`src/rtl/mcd_pkg.sv`:
```
package mcd_pkg;
  localparam int BYTE_W   = 8;
  localparam int NUM_CH   = 2;
  localparam int POS_A    = 4;
  localparam int POS_B    = 3;
  localparam int POS_C    = 1;
  localparam int OP_W     = BYTE_W - 1;
  localparam logic [OP_W-1:0]   OP_REGACC = OP_W'(1);
  localparam logic [BYTE_W-1:0] ID_HEAD   = 8'h80;
  localparam logic [BYTE_W-1:0] ID_TAIL   = 8'hBE;
  localparam int ID_STEPS = 4;
  localparam int PH_W     = $clog2(ID_STEPS);

  typedef enum logic [2:0] {
    ST_TARGET,
    ST_OP,
    ST_REGADR,
    ST_WRITE,
    ST_READ,
    ST_IDCHK,
    ST_IDTX
  } mcd_state_e;

  typedef struct packed {
    logic ident;
    logic [NUM_CH-1:0] ch_en;
    logic illegal;
  } target_dec_t;
endpackage

```
`src/rtl/mcd_target_decode.sv`:
```
module mcd_target_decode
  import mcd_pkg::*;
(
  input  logic [BYTE_W-1:0] tgt_byte,
  output target_dec_t       dec
);
  localparam int CH_POS [NUM_CH] = '{POS_A, POS_B};

  always_comb begin
    dec.ident   = ~tgt_byte[POS_C];
    dec.illegal = ~tgt_byte[POS_C] & tgt_byte[POS_B];
  end

  for (genvar g = 0; g < NUM_CH; g++) begin : g_ch
    assign dec.ch_en[g] = tgt_byte[CH_POS[g]];
  end
endmodule

```
`src/rtl/mcd_op_check.sv`:
```
module mcd_op_check
  import mcd_pkg::*;
(
  input  logic [BYTE_W-1:0] op_byte,
  output logic              op_read,
  output logic              op_ok
);
  always_comb begin
    op_read = op_byte[BYTE_W-1];
    op_ok   = (op_byte[OP_W-1:0] == OP_REGACC);
  end
endmodule

```
`src/rtl/mcd_reply.sv`:
```
module mcd_reply
  import mcd_pkg::*;
(
  input  logic              clk,
  input  logic              rst_n,
  input  logic              frame_tick,
  input  logic              id_start,
  input  logic              id_sel_a,
  input  logic              rd_load,
  input  logic [BYTE_W-1:0] rd_byte,
  output logic              busy,
  output logic              out_valid,
  output logic [BYTE_W-1:0] out_byte,
  output logic              out_eom
);
  logic            active_q, active_d;
  logic [PH_W-1:0] phase_q, phase_d;
  logic            sel_q, sel_d;
  logic            vld_q, vld_d;
  logic            eom_q, eom_d;
  logic [BYTE_W-1:0] byte_q, byte_d;
  logic            byte_en;

  always_comb begin
    active_d = active_q;
    phase_d  = phase_q;
    sel_d    = sel_q;
    vld_d    = 1'b0;
    eom_d    = 1'b0;
    byte_d   = byte_q;
    if (id_start) begin
      active_d = 1'b1;
      phase_d  = '0;
      sel_d    = id_sel_a;
    end else if (active_q && frame_tick) begin
      phase_d = phase_q + PH_W'(1);
      case (phase_q)
        PH_W'(0): begin
          vld_d  = 1'b1;
          byte_d = ID_HEAD | (BYTE_W'(sel_q) << POS_A);
        end
        PH_W'(1): begin
          vld_d  = 1'b1;
          byte_d = ID_TAIL;
        end
        default: begin
          eom_d = 1'b1;
          if (phase_q == PH_W'(ID_STEPS - 1)) active_d = 1'b0;
        end
      endcase
    end else if (rd_load) begin
      vld_d  = 1'b1;
      byte_d = rd_byte;
    end
  end

  assign byte_en = vld_d;

  always_ff @(posedge clk or negedge rst_n) begin
    if (!rst_n) begin
      active_q <= 1'b0;
      phase_q  <= '0;
      sel_q    <= 1'b0;
      vld_q    <= 1'b0;
      eom_q    <= 1'b0;
      byte_q   <= '0;
    end else begin
      active_q <= active_d;
      phase_q  <= phase_d;
      sel_q    <= sel_d;
      vld_q    <= vld_d;
      eom_q    <= eom_d;
      if (byte_en) byte_q <= byte_d;
    end
  end

  assign busy      = active_q;
  assign out_valid = vld_q;
  assign out_eom   = eom_q;
  assign out_byte  = byte_q;
endmodule

```
`src/rtl/mon_cmd_decoder.sv`:
```
module mon_cmd_decoder
  import mcd_pkg::*;
#(
  parameter int SYNC_STAGES = 2
) (
  input  logic              clk,
  input  logic              rst_n,
  input  logic              in_valid,
  input  logic [BYTE_W-1:0] in_byte,
  input  logic              in_eom,
  input  logic              frame_tick,
  output logic [NUM_CH-1:0] reg_wr_en,
  output logic [BYTE_W-1:0] reg_addr,
  output logic [BYTE_W-1:0] reg_wdata,
  output logic              reg_rd_req,
  output logic              reg_rd_sel,
  input  logic [BYTE_W-1:0] reg_rd_data,
  output logic              out_valid,
  output logic [BYTE_W-1:0] out_byte,
  output logic              out_eom,
  output logic              abort
);
  logic [SYNC_STAGES-1:0] rst_pipe_q;
  logic                   rst_int_n;

  always_ff @(posedge clk or negedge rst_n) begin
    if (!rst_n) rst_pipe_q <= '0;
    else        rst_pipe_q <= {rst_pipe_q[SYNC_STAGES-2:0], 1'b1};
  end
  assign rst_int_n = rst_pipe_q[SYNC_STAGES-1];

  mcd_state_e        state_q, state_d;
  logic [BYTE_W-1:0] addr_q, addr_d;
  logic [NUM_CH-1:0] en_q, en_d;
  logic              rw_q, rw_d;
  logic              idsel_q, idsel_d;
  logic              byte_in, wr_hit, rd_hit, id_start, reply_busy;
  target_dec_t       tdec;
  logic              op_read, op_ok;

  mcd_target_decode u_tdec (.tgt_byte(in_byte), .dec(tdec));
  mcd_op_check      u_op   (.op_byte(in_byte), .op_read(op_read), .op_ok(op_ok));

  assign byte_in = in_valid & ~in_eom;

  always_comb begin
    state_d  = state_q;
    addr_d   = addr_q;
    en_d     = en_q;
    rw_d     = rw_q;
    idsel_d  = idsel_q;
    abort    = 1'b0;
    wr_hit   = 1'b0;
    rd_hit   = 1'b0;
    id_start = 1'b0;
    case (state_q)
      ST_TARGET: begin
        if (byte_in) begin
          if (tdec.illegal) begin
            abort = 1'b1;
          end else if (tdec.ident) begin
            idsel_d = tdec.ch_en[0];
            state_d = ST_IDCHK;
          end else begin
            en_d    = tdec.ch_en;
            state_d = ST_OP;
          end
        end
      end
      ST_OP: begin
        if (in_eom) begin
          abort   = 1'b1;
          state_d = ST_TARGET;
        end else if (in_valid) begin
          if (!op_ok) begin
            abort   = 1'b1;
            state_d = ST_TARGET;
          end else begin
            rw_d    = op_read;
            state_d = ST_REGADR;
          end
        end
      end
      ST_REGADR: begin
        if (in_eom) begin
          abort   = 1'b1;
          state_d = ST_TARGET;
        end else if (in_valid) begin
          addr_d  = in_byte;
          state_d = rw_q ? ST_READ : ST_WRITE;
        end
      end
      ST_WRITE: begin
        if (in_eom) begin
          state_d = ST_TARGET;
        end else if (in_valid) begin
          wr_hit = 1'b1;
          addr_d = addr_q + BYTE_W'(1);
        end
      end
      ST_READ: begin
        if (in_eom) begin
          state_d = ST_TARGET;
        end else if (frame_tick && (|en_q)) begin
          rd_hit = 1'b1;
          addr_d = addr_q + BYTE_W'(1);
        end
      end
      ST_IDCHK: begin
        if (in_eom) begin
          abort   = 1'b1;
          state_d = ST_TARGET;
        end else if (in_valid) begin
          if (in_byte == '0) begin
            id_start = 1'b1;
            state_d  = ST_IDTX;
          end else begin
            abort   = 1'b1;
            state_d = ST_TARGET;
          end
        end
      end
      ST_IDTX: begin
        if (!reply_busy) state_d = ST_TARGET;
      end
      default: state_d = ST_TARGET;
    endcase
  end

  always_ff @(posedge clk or negedge rst_int_n) begin
    if (!rst_int_n) begin
      state_q <= ST_TARGET;
      addr_q  <= '0;
      en_q    <= '0;
      rw_q    <= 1'b0;
      idsel_q <= 1'b0;
    end else begin
      state_q <= state_d;
      addr_q  <= addr_d;
      en_q    <= en_d;
      rw_q    <= rw_d;
      idsel_q <= idsel_d;
    end
  end

  mcd_reply u_reply (
    .clk        (clk),
    .rst_n      (rst_int_n),
    .frame_tick (frame_tick),
    .id_start   (id_start),
    .id_sel_a   (idsel_q),
    .rd_load    (rd_hit),
    .rd_byte    (reg_rd_data),
    .busy       (reply_busy),
    .out_valid  (out_valid),
    .out_byte   (out_byte),
    .out_eom    (out_eom)
  );

  assign reg_wr_en  = en_q & {NUM_CH{wr_hit}};
  assign reg_addr   = addr_q;
  assign reg_wdata  = in_byte;
  assign reg_rd_req = rd_hit;
  assign reg_rd_sel = ~en_q[0];
endmodule

```
`config.mk`:
```
export PLATFORM = sky130hd
export DESIGN_NAME = mon_cmd_decoder
export DESIGN_NICKNAME = d
export VERILOG_FILES = /design/src/rtl/mcd_pkg.sv /design/src/rtl/mcd_target_decode.sv /design/src/rtl/mcd_op_check.sv /design/src/rtl/mcd_reply.sv /design/src/rtl/mon_cmd_decoder.sv
export SDC_FILE = /design/constraint.sdc
export NUM_CORES = 1
export LEC_CHECK = 0
export ABC_CLOCK_PERIOD_IN_PS = 4100
export BUFFER_PORTS_ARGS = -buffer_cell sky130_fd_sc_hd__buf_2
export CAP_MARGIN = 5
export CORE_MARGIN = 5
export CORE_UTILIZATION = 45
export DETAILED_ROUTE_END_ITERATION = 7
export PLACE_DENSITY_LB_ADDON = 0.08
export SLEW_MARGIN = 30
export SYNTH_ARGS = -nofsm -noshare
export SYNTH_HDL_FRONTEND = slang
export SYNTH_HIERARCHICAL = 1
export SYNTH_SLANG_ARGS = --single-unit
```
`constraint.sdc`:
```
create_clock -name clk -period 4.1 [get_ports clk]
set_input_delay 1.025 -clock clk [delete_from_list [all_inputs] [get_ports clk]]
set_output_delay 1.025 -clock clk [all_outputs]
set_load 0.05 [all_outputs]
```
==> metrics.md <==
| Metric | Value |
|---|---|
| Status | complete, no violations |
| Vias per Instance | between 5 and 6 |
| Worst-case vdd ir drop | between 0.3 and 0.4 mV |
| Post-DP HPWL | between 3000 and 4000 um |
| EDFF count, synth | 0 |
| Die W | between 70 and 80 um |
| Least-Margin Pin Slew | 0.934 ns |
| RSZ-0062 raised after global routing | no |
| GRT Resource Usage Total | roughly 17% |
| Die height | 76.1 um |
| Clock transition at path regs | around 0.07 ns |
| Post-synth top cells | 31 x dfrtp_1, 12 x buf_4, 12 x inv_1 |
| CP startpoint kind | primary input |
| Core box area | 4290 um^2 |
| Final Skew | between 0.003 and 0.004 ns |
| CTS Hold Bufs | 0 |
| DRC | 0 |
| Area Growth Syn to Fin | 16.1% |
| Post-CTS setup buffers | 0 |
| CP required | ~3.1 ns |
| Wire per inst | approximately 16 um |
| Count leader, synth | dfrtp_1 |
| CP endpoint kind | primary output |
| Yosys reg bits | 31 |
| Synth cell types | 58 |
| Cell count after synthesis | 195 |
| Final min period | between 3 and 4 ns |
| CP Max Fanout | 6 |
| Antenna violations before repair | 0 |
| Antenna Nets Post-Route | 0 |
| R2R depth | 5 |
| Vias | 1659 |
| Top cell type's share of synthesized area | a little under 40% |
| Total wirelength of the detailed-routed design | around 4700 um |
| Post-route clock period utilization | about 82% |
| Leakage power | around 1.0 nW |
| Deepest clock path buffer count | 2 |
| Clk Tree Root Cell | clkbuf_8 |
| First-pass GRT wire length | between 7000 and 8000 um |
| GPL Wtd Cong | approximately 0.87 |
| Placement row count | 24 |
| Synthesized area | roughly 2000 um^2 |
| PwrDens | approximately 700 nW/um^2 |
| Busiest grt layer | met2 |
| CP Data Arrival Time | roughly 2.4 ns |
| Seq/Total Area, Yosys | 39.5% |
| # port buffers | 51 |
| Final hold vios | 0 |
| Layout cell share with drive strength beyond 1 | a little over a third |
| Async set or reset register ratio after synthesis | 100% |
| Setup TNS | 0 ns |
| Pwr Total | roughly 1.6 mW |
| Yosys warnings | 6 |
| CTS tree | built |
| Vias in the first global route | roughly 1600 |
| Prevailing post-synth register cell | dfrtp_1 |
| R2R Setup Slk | around 1.7 ns |
| Max transition margin | 36.9% |
| Worst skew pair latency | just under 0.3 ns |
| Mapped Nets | 220 |
| Initial core utilization | between 40% and 50% |
| Tightest Hold Check Type | register to asynchronous set/reset pin |
| Final #Nets | 260 |
| Number of fill cells | approximately 410 |
| Area contributors post-synth | dfrtp_1 40%, buf_4 4.6%, ha_1 2.5%, mux2i_1 2.5%, a21oi_1 2.3% |
| Grt ovf | 0 |
| Resize count post-CTS | 0 |
| DIE AREA | 5780 um^2 |
| RR Endpoint | u_reply/out_byte[4] |
| Num Clock Sinks | 31 |
| Met1 layer usage reported by global route | 22.0% |
| GR Util met2 | between 20% and 30% |
| Max cap viols | 0 |
| FF-to-FF Start | state_q[2] |
| Ant diodes | 0 |
| I/O pins | 52 |
| CTS Buf Count | 5 |
| Highest clock rate | 296 MHz |
| Kind of critical path | primary input to primary output |
| Max-slew violations | 0 |
| Synthesized area per cell | between 10 and 15 um^2 |
| H-tree levels | 2 |
| GR Util met3 | 4.02% |
| DR pass1 iterations | 4 |
| Leading area contributor after synthesis | dfrtp_1 |
| Setup-failing EPs final | 0 |
| Iter 0 DRT Violations | ~120 |
| Pin count of the biggest net entering global routing | 30 |
[where the power goes]
group | total (mW) | switching (mW) | internal (mW)
Sequential | 0.522 | 0.112 | 0.410
Clock | 0.315 | 0.119 | 0.196
Combinational | 0.763 | 0.529 | 0.234
Total | 1.60 | 0.760 | 0.841
[cell type report]
class	instances	area, um^2	share of cell area [%]
Multi-Input combinational cell	133	1010	44.5
Sequential cell	31	776	34.0
Inverter	12	45.0	1.98
Clock buffer	6	82.6	3.62
Timing Repair Buffer	52	263	11.5
Tap cell	52	65.1	2.85
Clock inverter	2	35.0	1.54
[how the worst max path moves through the flow]
stage	startpoint	end	slack, ns	depth (start not counted)
after floorplan	in_eom	reg_wr_en[0]	0.26	3
after global placement	in_byte[4]	abort	0.76	8
after detailed placement	in_byte[4]	abort	0.74	8
after CTS	in_byte[4]	abort	0.74	8
after global routing	in_byte[4]	abort	0.61	8
final	in_byte[4]	abort	0.72	8
[cell usage in the layout, fill, tap and decap left out, types with 2 or more instances in the layout]
cell type | Yosys | final
a2bb2oi_1 | 4 | 4
and4_1 | 2 | 2
clkbuf_8 | 0 | 6
or2_2 | 3 | 3
o22ai_1 | 2 | 2
a21oi_1 | 9 | 9
mux2i_1 | 5 | 5
o21ai_0 | 8 | 8
nor2b_1 | 2 | 2
o221a_2 | 4 | 4
nor2_1 | 8 | 8
and2_1 | 2 | 2
inv_1 | 12 | 12
nand3b_1 | 2 | 2
nand3_1 | 6 | 6
mux2_2 | 4 | 4
o2bb2ai_1 | 4 | 4
nor4b_1 | 2 | 2
buf_2 | 3 | 51
dfrtp_1 | 31 | 31
nand2b_1 | 4 | 4
nand2_1 | 9 | 9
and3_1 | 2 | 2
and3b_1 | 3 | 3
a211oi_1 | 5 | 5
nor4_1 | 5 | 5
nor3_1 | 7 | 7
ha_1 | 4 | 4
[critical path: stages]
cell      delay (ns)
buf_2           0.13
nor4_1          0.26
and3_1          0.21
nand2b_1        0.06
a21oi_1         0.14
nor3_1          0.06
a22o_1          0.25
buf_2           0.21
[flip-flops by register name (all words and copies together) (netlist names)]
register,cells
u_reply/out_byte,8
rw_q,1
rst_pipe_q,2
state_q,3
en_q,2
reg_addr,8
u_reply/out_valid,1
u_reply/phase_q,2
idsel_q,1
u_reply/sel_q,1
u_reply/out_eom,1
u_reply/busy,1
[layer usage]
metal | vias up | wire length, um
met3 | 15 | 285
li1 | 803 | -
met5 | - | 0
met1 | 782 | 2180
met4 | 0 | 133
met2 | 59 | 2070
[cell families after synthesis]
kind of cell,count (synthesis),share of synthesized area [%]
other,1,0.191
and+or+nand+nor,67,21.6
adders and majority gates,5,3.12
DFF,31,39.5
muxes,9,4.84
xor gates and xnor gates,1,0.446
buffers and inverters,31,8.86
AOI/OAI and AO/OA,50,21.4
[through the flow]
stage | hold slack (ns) | setup slack [ns] | utilization (%) | instance area [um^2] | std cells
2_1_floorplan | 0.331 | 0.258 | - | 1960 | 195
3_3_place_gp | 0.258 | 0.764 | 50.3 | 2160 | 280
3_5_place_dp | 0.264 | 0.743 | 50.3 | 2160 | 280
4_1_cts | 0.266 | 0.737 | 53.1 | 2280 | 288
5_1_grt | 0.307 | 0.606 | 53.1 | 2280 | 288
6_report | 0.247 | 0.720 | 53.1 | 2280 | 288
No activity file was read; power rests on OpenSTA's default activity.
